<file path="src/rtl/irq_iface_pkg.sv">
package irq_iface_pkg;

   localparam int unsigned DEF_ID_W   = 10;
   localparam int unsigned DEF_PRIO_W = 8;
   localparam int unsigned DEF_DATA_W = 32;
   localparam int unsigned DEF_NEST   = 4;

   typedef enum logic [1:0] {
      OFS_CTRL = 2'd0,
      OFS_MASK = 2'd1,
      OFS_ACK  = 2'd2,
      OFS_DONE = 2'd3
   } reg_ofs_e;

endpackage

</file>
<file path="src/rtl/irq_active_stack.sv">
// Stack of active interrupts (ID + priority). Push and pop may coincide:
// the pop removes the top and the push takes its slot.
module irq_active_stack #(
   parameter int unsigned ID_W   = 10,
   parameter int unsigned PRIO_W = 8,
   parameter int unsigned NEST   = 4
) (
   input  logic              clk,
   input  logic              rst_n,
   input  logic              push,
   input  logic              pop,
   input  logic [ID_W-1:0]   push_id,
   input  logic [PRIO_W-1:0] push_prio,
   output logic [ID_W-1:0]   top_id,
   output logic [PRIO_W-1:0] top_prio,
   output logic              empty,
   output logic              full
);
   localparam int unsigned     CNT_W    = $clog2(NEST + 1);
   localparam logic [CNT_W-1:0] FULL_CNT = CNT_W'(NEST);
   localparam logic [CNT_W-1:0] ONE      = CNT_W'(1);
   localparam logic [PRIO_W-1:0] IDLE    = '1;

   logic [CNT_W-1:0]  cnt_q;
   logic [CNT_W-1:0]  slot;
   logic [ID_W-1:0]   id_q [NEST];
   logic [PRIO_W-1:0] pr_q [NEST];

   generate
      if (NEST < 2) begin : g_bad_nest
         $error("irq_active_stack: NEST must be at least 2");
      end
   endgenerate

   assign empty = (cnt_q == '0);
   assign full  = (cnt_q == FULL_CNT);
   assign slot  = pop ? (cnt_q - ONE) : cnt_q;

   always_ff @(posedge clk or negedge rst_n) begin
      if (!rst_n) begin
         cnt_q <= '0;
      end else begin
         case ({push, pop})
            2'b10:   cnt_q <= cnt_q + ONE;
            2'b01:   cnt_q <= cnt_q - ONE;
            default: cnt_q <= cnt_q;
         endcase
      end
   end

   always_ff @(posedge clk or negedge rst_n) begin
      if (!rst_n) begin
         for (int i = 0; i < NEST; i++) begin
            id_q[i] <= '0;
            pr_q[i] <= IDLE;
         end
      end else if (push) begin
         for (int i = 0; i < NEST; i++) begin
            if (slot == CNT_W'(i)) begin
               id_q[i] <= push_id;
               pr_q[i] <= push_prio;
            end
         end
      end
   end

   always_comb begin
      top_id   = '0;
      top_prio = IDLE;
      for (int i = 0; i < NEST; i++) begin
         if (cnt_q == CNT_W'(i + 1)) begin
            top_id   = id_q[i];
            top_prio = pr_q[i];
         end
      end
   end

endmodule

</file>
<file path="src/rtl/irq_gate.sv">
// Decides whether the offered candidate may be signalled and claimed.
module irq_gate #(
   parameter int unsigned ID_W   = 10,
   parameter int unsigned PRIO_W = 8
) (
   input  logic              enable,
   input  logic [PRIO_W-1:0] mask,
   input  logic [PRIO_W-1:0] run_prio,
   input  logic              nest_full,
   input  logic              cand_valid,
   input  logic [ID_W-1:0]   cand_id,
   input  logic [PRIO_W-1:0] cand_prio,
   output logic              fwd_ok
);
   localparam logic [ID_W-1:0] RESV_ID = ID_W'((2 ** ID_W) - 4);

   logic id_ok, beats_mask, beats_run;

   assign id_ok      = (cand_id < RESV_ID);
   assign beats_mask = (cand_prio < mask);
   assign beats_run  = (cand_prio < run_prio);
   assign fwd_ok     = enable && cand_valid && id_ok && beats_mask
                       && beats_run && !nest_full;

endmodule

</file>
<file path="src/rtl/irq_regs.sv">
// Control and threshold registers plus the read multiplexer.
module irq_regs
   import irq_iface_pkg::*;
#(
   parameter int unsigned DATA_W = 32,
   parameter int unsigned ID_W   = 10,
   parameter int unsigned PRIO_W = 8
) (
   input  logic              clk,
   input  logic              rst_n,
   input  logic              wr_en,
   input  logic [1:0]        wr_addr,
   input  logic [PRIO_W-1:0] wr_low,
   input  logic              rd_en,
   input  logic [1:0]        rd_addr,
   input  logic [ID_W-1:0]   ack_id,
   input  logic [PRIO_W-1:0] run_prio,
   output logic              enable,
   output logic [PRIO_W-1:0] mask,
   output logic [DATA_W-1:0] rd_data
);
   always_ff @(posedge clk or negedge rst_n) begin
      if (!rst_n) begin
         enable <= 1'b0;
         mask   <= '0;
      end else if (wr_en) begin
         if (wr_addr == OFS_CTRL) enable <= wr_low[0];
         if (wr_addr == OFS_MASK) mask   <= wr_low;
      end
   end

   always_comb begin
      rd_data = '0;
      if (rd_en) begin
         case (rd_addr)
            OFS_CTRL: rd_data = DATA_W'(enable);
            OFS_MASK: rd_data = DATA_W'(mask);
            OFS_ACK:  rd_data = DATA_W'(ack_id);
            default:  rd_data = DATA_W'(run_prio);
         endcase
      end
   end

endmodule

</file>
<file path="src/rtl/irq_core_iface.sv">
module irq_core_iface
   import irq_iface_pkg::*;
#(
   parameter int unsigned ID_W    = DEF_ID_W,
   parameter int unsigned PRIO_W  = DEF_PRIO_W,
   parameter int unsigned DATA_W  = DEF_DATA_W,
   parameter int unsigned NEST    = DEF_NEST,
   parameter bit          IRQ_REG = 1'b0
) (
   input  logic              clk,
   input  logic              rst_n,
   input  logic              reg_wr_en,
   input  logic [1:0]        reg_wr_addr,
   input  logic [DATA_W-1:0] reg_wr_data,
   input  logic              reg_rd_en,
   input  logic [1:0]        reg_rd_addr,
   output logic [DATA_W-1:0] reg_rd_data,
   input  logic              cand_valid,
   input  logic [ID_W-1:0]   cand_id,
   input  logic [PRIO_W-1:0] cand_prio,
   output logic              act_valid,
   output logic [ID_W-1:0]   act_id,
   output logic              done_valid,
   output logic [ID_W-1:0]   done_id,
   output logic              irq_o
);
   localparam logic [ID_W-1:0] SPUR_ID = '1;

   generate
      if (DATA_W < ID_W) begin : g_bad_data
         $error("irq_core_iface: DATA_W must hold an ID");
      end
      if (PRIO_W > ID_W) begin : g_bad_prio
         $error("irq_core_iface: PRIO_W must not exceed ID_W");
      end
      if (ID_W < 6) begin : g_bad_id
         $error("irq_core_iface: ID_W too small");
      end
   endgenerate

   logic              enable;
   logic [PRIO_W-1:0] mask;
   logic [PRIO_W-1:0] run_prio;
   logic [ID_W-1:0]   top_id;
   logic              empty, full;
   logic              fwd_ok;
   logic              do_push, do_pop;
   logic [ID_W-1:0]   ack_id;
   logic              unused_wr_hi;

   assign unused_wr_hi = ^reg_wr_data[DATA_W-1:ID_W];

   irq_regs #(.DATA_W(DATA_W), .ID_W(ID_W), .PRIO_W(PRIO_W)) u_regs (
      .clk      (clk),
      .rst_n    (rst_n),
      .wr_en    (reg_wr_en),
      .wr_addr  (reg_wr_addr),
      .wr_low   (reg_wr_data[PRIO_W-1:0]),
      .rd_en    (reg_rd_en),
      .rd_addr  (reg_rd_addr),
      .ack_id   (ack_id),
      .run_prio (run_prio),
      .enable   (enable),
      .mask     (mask),
      .rd_data  (reg_rd_data)
   );

   irq_gate #(.ID_W(ID_W), .PRIO_W(PRIO_W)) u_gate (
      .enable     (enable),
      .mask       (mask),
      .run_prio   (run_prio),
      .nest_full  (full),
      .cand_valid (cand_valid),
      .cand_id    (cand_id),
      .cand_prio  (cand_prio),
      .fwd_ok     (fwd_ok)
   );

   assign ack_id  = fwd_ok ? cand_id : SPUR_ID;
   assign do_push = reg_rd_en && (reg_rd_addr == OFS_ACK) && fwd_ok;
   assign do_pop  = reg_wr_en && (reg_wr_addr == OFS_DONE) && !empty
                    && (reg_wr_data[ID_W-1:0] == top_id);

   irq_active_stack #(.ID_W(ID_W), .PRIO_W(PRIO_W), .NEST(NEST)) u_stack (
      .clk       (clk),
      .rst_n     (rst_n),
      .push      (do_push),
      .pop       (do_pop),
      .push_id   (cand_id),
      .push_prio (cand_prio),
      .top_id    (top_id),
      .top_prio  (run_prio),
      .empty     (empty),
      .full      (full)
   );

   assign act_valid  = do_push;
   assign act_id     = cand_id;
   assign done_valid = do_pop;
   assign done_id    = top_id;

   generate
      if (IRQ_REG) begin : g_irq_flop
         logic irq_q;
         always_ff @(posedge clk or negedge rst_n) begin
            if (!rst_n) irq_q <= 1'b0;
            else        irq_q <= fwd_ok;
         end
         assign irq_o = irq_q;
      end else begin : g_irq_comb
         assign irq_o = fwd_ok;
      end
   endgenerate

endmodule

</file>
<file path="config.mk">
export PLATFORM = sky130hd
export DESIGN_NAME = irq_core_iface
export DESIGN_NICKNAME = d
export VERILOG_FILES = /design/src/rtl/irq_iface_pkg.sv /design/src/rtl/irq_active_stack.sv /design/src/rtl/irq_gate.sv /design/src/rtl/irq_regs.sv /design/src/rtl/irq_core_iface.sv
export SDC_FILE = /design/constraint.sdc
export NUM_CORES = 1
export LEC_CHECK = 0
export BUFFER_PORTS_ARGS = -buffer_cell sky130_fd_sc_hd__buf_4
export CAP_MARGIN = 20
export CORE_AREA = 4 4 147 135
export DETAILED_ROUTE_END_ITERATION = 16
export DIE_AREA = 0 0 151 139
export PLACE_DENSITY = 0.6
export SYNTH_ARGS = -nofsm -noshare
export SYNTH_HDL_FRONTEND = slang
export SYNTH_SLANG_ARGS = --single-unit
export TNS_END_PERCENT = 20
</file>
<file path="constraint.sdc">
create_clock -name clk -period 6.5 [get_ports clk]
set_input_delay 0.975 -clock clk [delete_from_list [all_inputs] [get_ports clk]]
set_output_delay 0.975 -clock clk [all_outputs]
set_load 0.05 [all_outputs]
</file>
==> impl_metrics.json <==
{
  "synthCells": 736,
  "setup_viol": 0,
  "grt_pass1_vias": 5391,
  "critPathKind": "register to output port",
  "fillCellCount": 1840,
  "timing.rr.start": "u_stack.cnt_q[2]",
  "finClkSkew_ns": 0.00911,
  "cp.arrival_ns": 4.70,
  "ctsHoldBuffers": 0,
  "synth-async-reset-ratio_pct": 100,
  "portBuffers": 69,
  "die_width_um": 151,
  "ant_nets": 0,
  "ys_top_cells_by_area": "dfrtp_1, dfstp_2, o211ai_1",
  "post-route-drc-count": 0,
  "die_h_um": 139,
  "vdd_drop_max_mv": 0.109,
  "cts_root_buf": "clkbuf_16",
  "hold_violations": 0,
  "antenna_found_initial": 0,
  "min_path_type": "input port to asynchronous set/reset pin",
  "grtUsageTotal_pct": 20.1,
  "status": "completed",
  "cts-htree-levels": 3,
  "final_common_cell": "nand2_1",
  "synth_edf_count": 0,
  "diodes": 0,
  "grt_pass1_wl_um": 32600,
  "dr.pass1.iters": 6,
  "cts_setup_buffers": 0,
  "yosysSeqAreaShare_pct": 33.9,
  "synthDistinctLibCells": 64,
  "cp.required_ns": 5.52,
  "cts_tree": "yes",
  "totalWireLength_um": 21400,
  "core_region_area_um2": 18200,
  "maxSlewHeadroom_pct": 39.3,
  "critPathBufInv": 3,
  "yosysWarningCount": 0,
  "r2r_end": "u_stack.id_q[16]",
  "path_cells": "inv_1 -> ha_1 -> buf_4 -> nand2b_1 -> o221ai_1 -> ha_1 -> a222oi_1 -> nand4_1 -> nor3_1 -> o311a_1 -> nand2_1 -> o21ai_0 -> mux2i_1 -> and2_1 -> buf_4",
  "fp-row-count": 47,
  "max_freq_mhz": 176,
  "clk_latency_ns": 0.35,
  "synth_area_leader_cell": "dfrtp_1",
  "r2r_setup_slack_ns": 1.51,
  "r2r_cells": 13,
  "wl_per_cell_um": 21.0,
  "grt_max_degree": 82,
  "cts_inserted_buffers": 9,
  "final_core_util_pct": 39.2,
  "fin_crit_ns": 5.68,
  "grt-ovfl-total": 0,
  "fin_crit_sh_pct": 87.3,
  "clk_pin_slew_ns": 0.06,
  "dieArea_um2": 21000,
  "area_growth_pct": 13.0,
  "p_leak_nw": 2.96,
  "cp-endpoint": "reg_rd_data[1]",
  "worstMarginPinSlew_ns": 0.891,
  "startpoint": "u_stack.cnt_q[0]",
  "vias": 5898,
  "dpl.hpwl_um": 14300,
  "endpoint_kind": "output port",
  "drv_cap": 0,
  "critPathMaxFanout": 13,
  "final_cell_mix": "nand2_1, buf_4, nand3_1",
  "seq_area_um2": 2140,
  "drive_gt1_share_pct": 20.5,
  "synth_top_area_share_pct": 20.6,
  "rsz0062_at_grt": "no",
  "synth_ff_type": "dfrtp_1",
  "clockBufferDepth": 2,
  "start_util_pct": 34.7,
  "pwr_density_cell_nw_per_um2": 186,
  "crit_cells": 15,
  "slew_viol_final": 0,
  "nNetsFinal": 849,
  "clock-sinks": 84,
  "multiInputGateArea_um2": 3650,
  "finalSetupTns_ns": 0,
  "top_level_ports": 114,
  "cp-start-kind": "register",
  "viasPerCell": 5.79,
  "cts-resized-gates": 0,
  "synth-seq-cells": 84,
  "critPathTopFamily": "compound AO/OA/AOI/OAI gates",
  "slowest_delay_ns": 0.53,
  "place.gp.congestion": 0.866,
  "first_iter_violations": 573,
  "slowest_stage": "ha_1",
  "syn_area_um2": 6320,
  "avgSynthCellArea_um2": 8.58
}
where the power goes:
group | internal [mW] | switching (mW) | total, mW
clock network | 0.346 | 0.225 | 0.570
registers | 0.535 | 0.00699 | 0.542
logic | 0.0681 | 0.150 | 0.218
total | 0.948 | 0.382 | 1.33
layout make-up:
class | count | area share, %
tap | 245 | 4.29
multi-input combinational | 571 | 51.2
sequential | 84 | 30.0
timing repair buffer | 83 | 9.01
clock inverter | 5 | 1.05
inverter | 20 | 1.05
clock buffer | 11 | 3.40
through the flow:
| stage | std cells | hold WS [ns] | setup slack (ns) | power (mW) | instance area (um2) |
|---|---|---|---|---|---|
| 5_1_grt | 1019 | 0.402 | 0.569 | 1.38 | 7140 |
| 3_3_place_gp | 1002 | 0.471 | 1.36 | 0.765 | 6790 |
| 3_5_place_dp | 1002 | 0.475 | 1.35 | 0.766 | 6790 |
| 4_1_cts | 1018 | 0.401 | 0.953 | 1.33 | 7110 |
| 6_report | 1019 | 0.405 | 0.823 | 1.33 | 7140 |
| 2_1_floorplan | 757 | 0.461 | 0.610 | 0.697 | 6400 |
routing by layer:
layer | vias up | GRT usage [%] | part of all wire (%)
met5 | - | 0 | 0
met3 | 37 | 4.05 | 7.2
met1 | 2892 | 29.8 | 47
li1 | 2746 | - | -
met2 | 223 | 29.7 | 44
met4 | 0 | 5.53 | 1.9
cells in the mapped netlist (4+ instances only):
cell type,number
or3_1,5
mux2_2,8
dfrtp_1,52
o211ai_1,63
o21ai_0,15
a21boi_0,23
a211oi_1,5
a22o_1,6
nand3_1,80
nor4b_1,6
buf_2,22
o22ai_1,8
nand2b_1,4
a22oi_1,18
clkbuf_1,13
a221oi_1,6
a21oi_1,16
mux2_4,4
inv_1,20
ha_1,21
mux2i_1,8
buf_6,6
nand4_1,8
nand2_1,108
dfstp_2,32
and2_1,10
o221ai_1,8
o21ai_1,21
nor4bb_1,5
buf_4,38
nor2_1,37
worst min path at each step:
stage                     slack (ns)          endpoint  depth (start not counted)             start
after detailed placement        0.48  u_stack.pr_q[19]                          2  u_stack.pr_q[19]
after CTS                       0.40  u_stack.id_q[38]                          1             rst_n
after floorplan                 0.46  u_stack.pr_q[17]                          2  u_stack.pr_q[17]
after global routing            0.40  u_stack.id_q[38]                          1             rst_n
final                           0.40  u_stack.id_q[38]                          1             rst_n
after global placement          0.47  u_stack.pr_q[19]                          2  u_stack.pr_q[19]
logic make-up (layout without fill, tap and decap cells):
kind of cell | Yosys count | in the layout | share of synthesized area, %
multiplexers | 24 | 24 | 4.93
AO/OA/AOI/OAI | 202 | 202 | 22.6
XOR/XNOR | 2 | 2 | 0.277
buffers and inverters | 102 | 119 | 9.49
AND/OR/NAND/NOR | 300 | 300 | 24.5
other | 1 | 22 | 0.0594
flip-flops | 84 | 84 | 33.9
adder cells (fa/ha/maj) | 21 | 21 | 4.16
registers in the layout, indices dropped and copies added, names as in the netlist:
register,flops
u_regs.enable,1
u_regs.mask,8
u_stack.pr_q,32
u_stack.cnt_q,3
u_stack.id_q,40
worst register-to-register path: cells and delay by family, from the launching register on:
kind            cells  cell delay [ns]
buf+inv             4             1.32
simple gates        4             1.29
mux                 2             0.75
compound gates      2             0.65
fa+ha+maj           1             0.45
flops               1             0.37
Note: power is estimated with default switching activity, not from simulation.
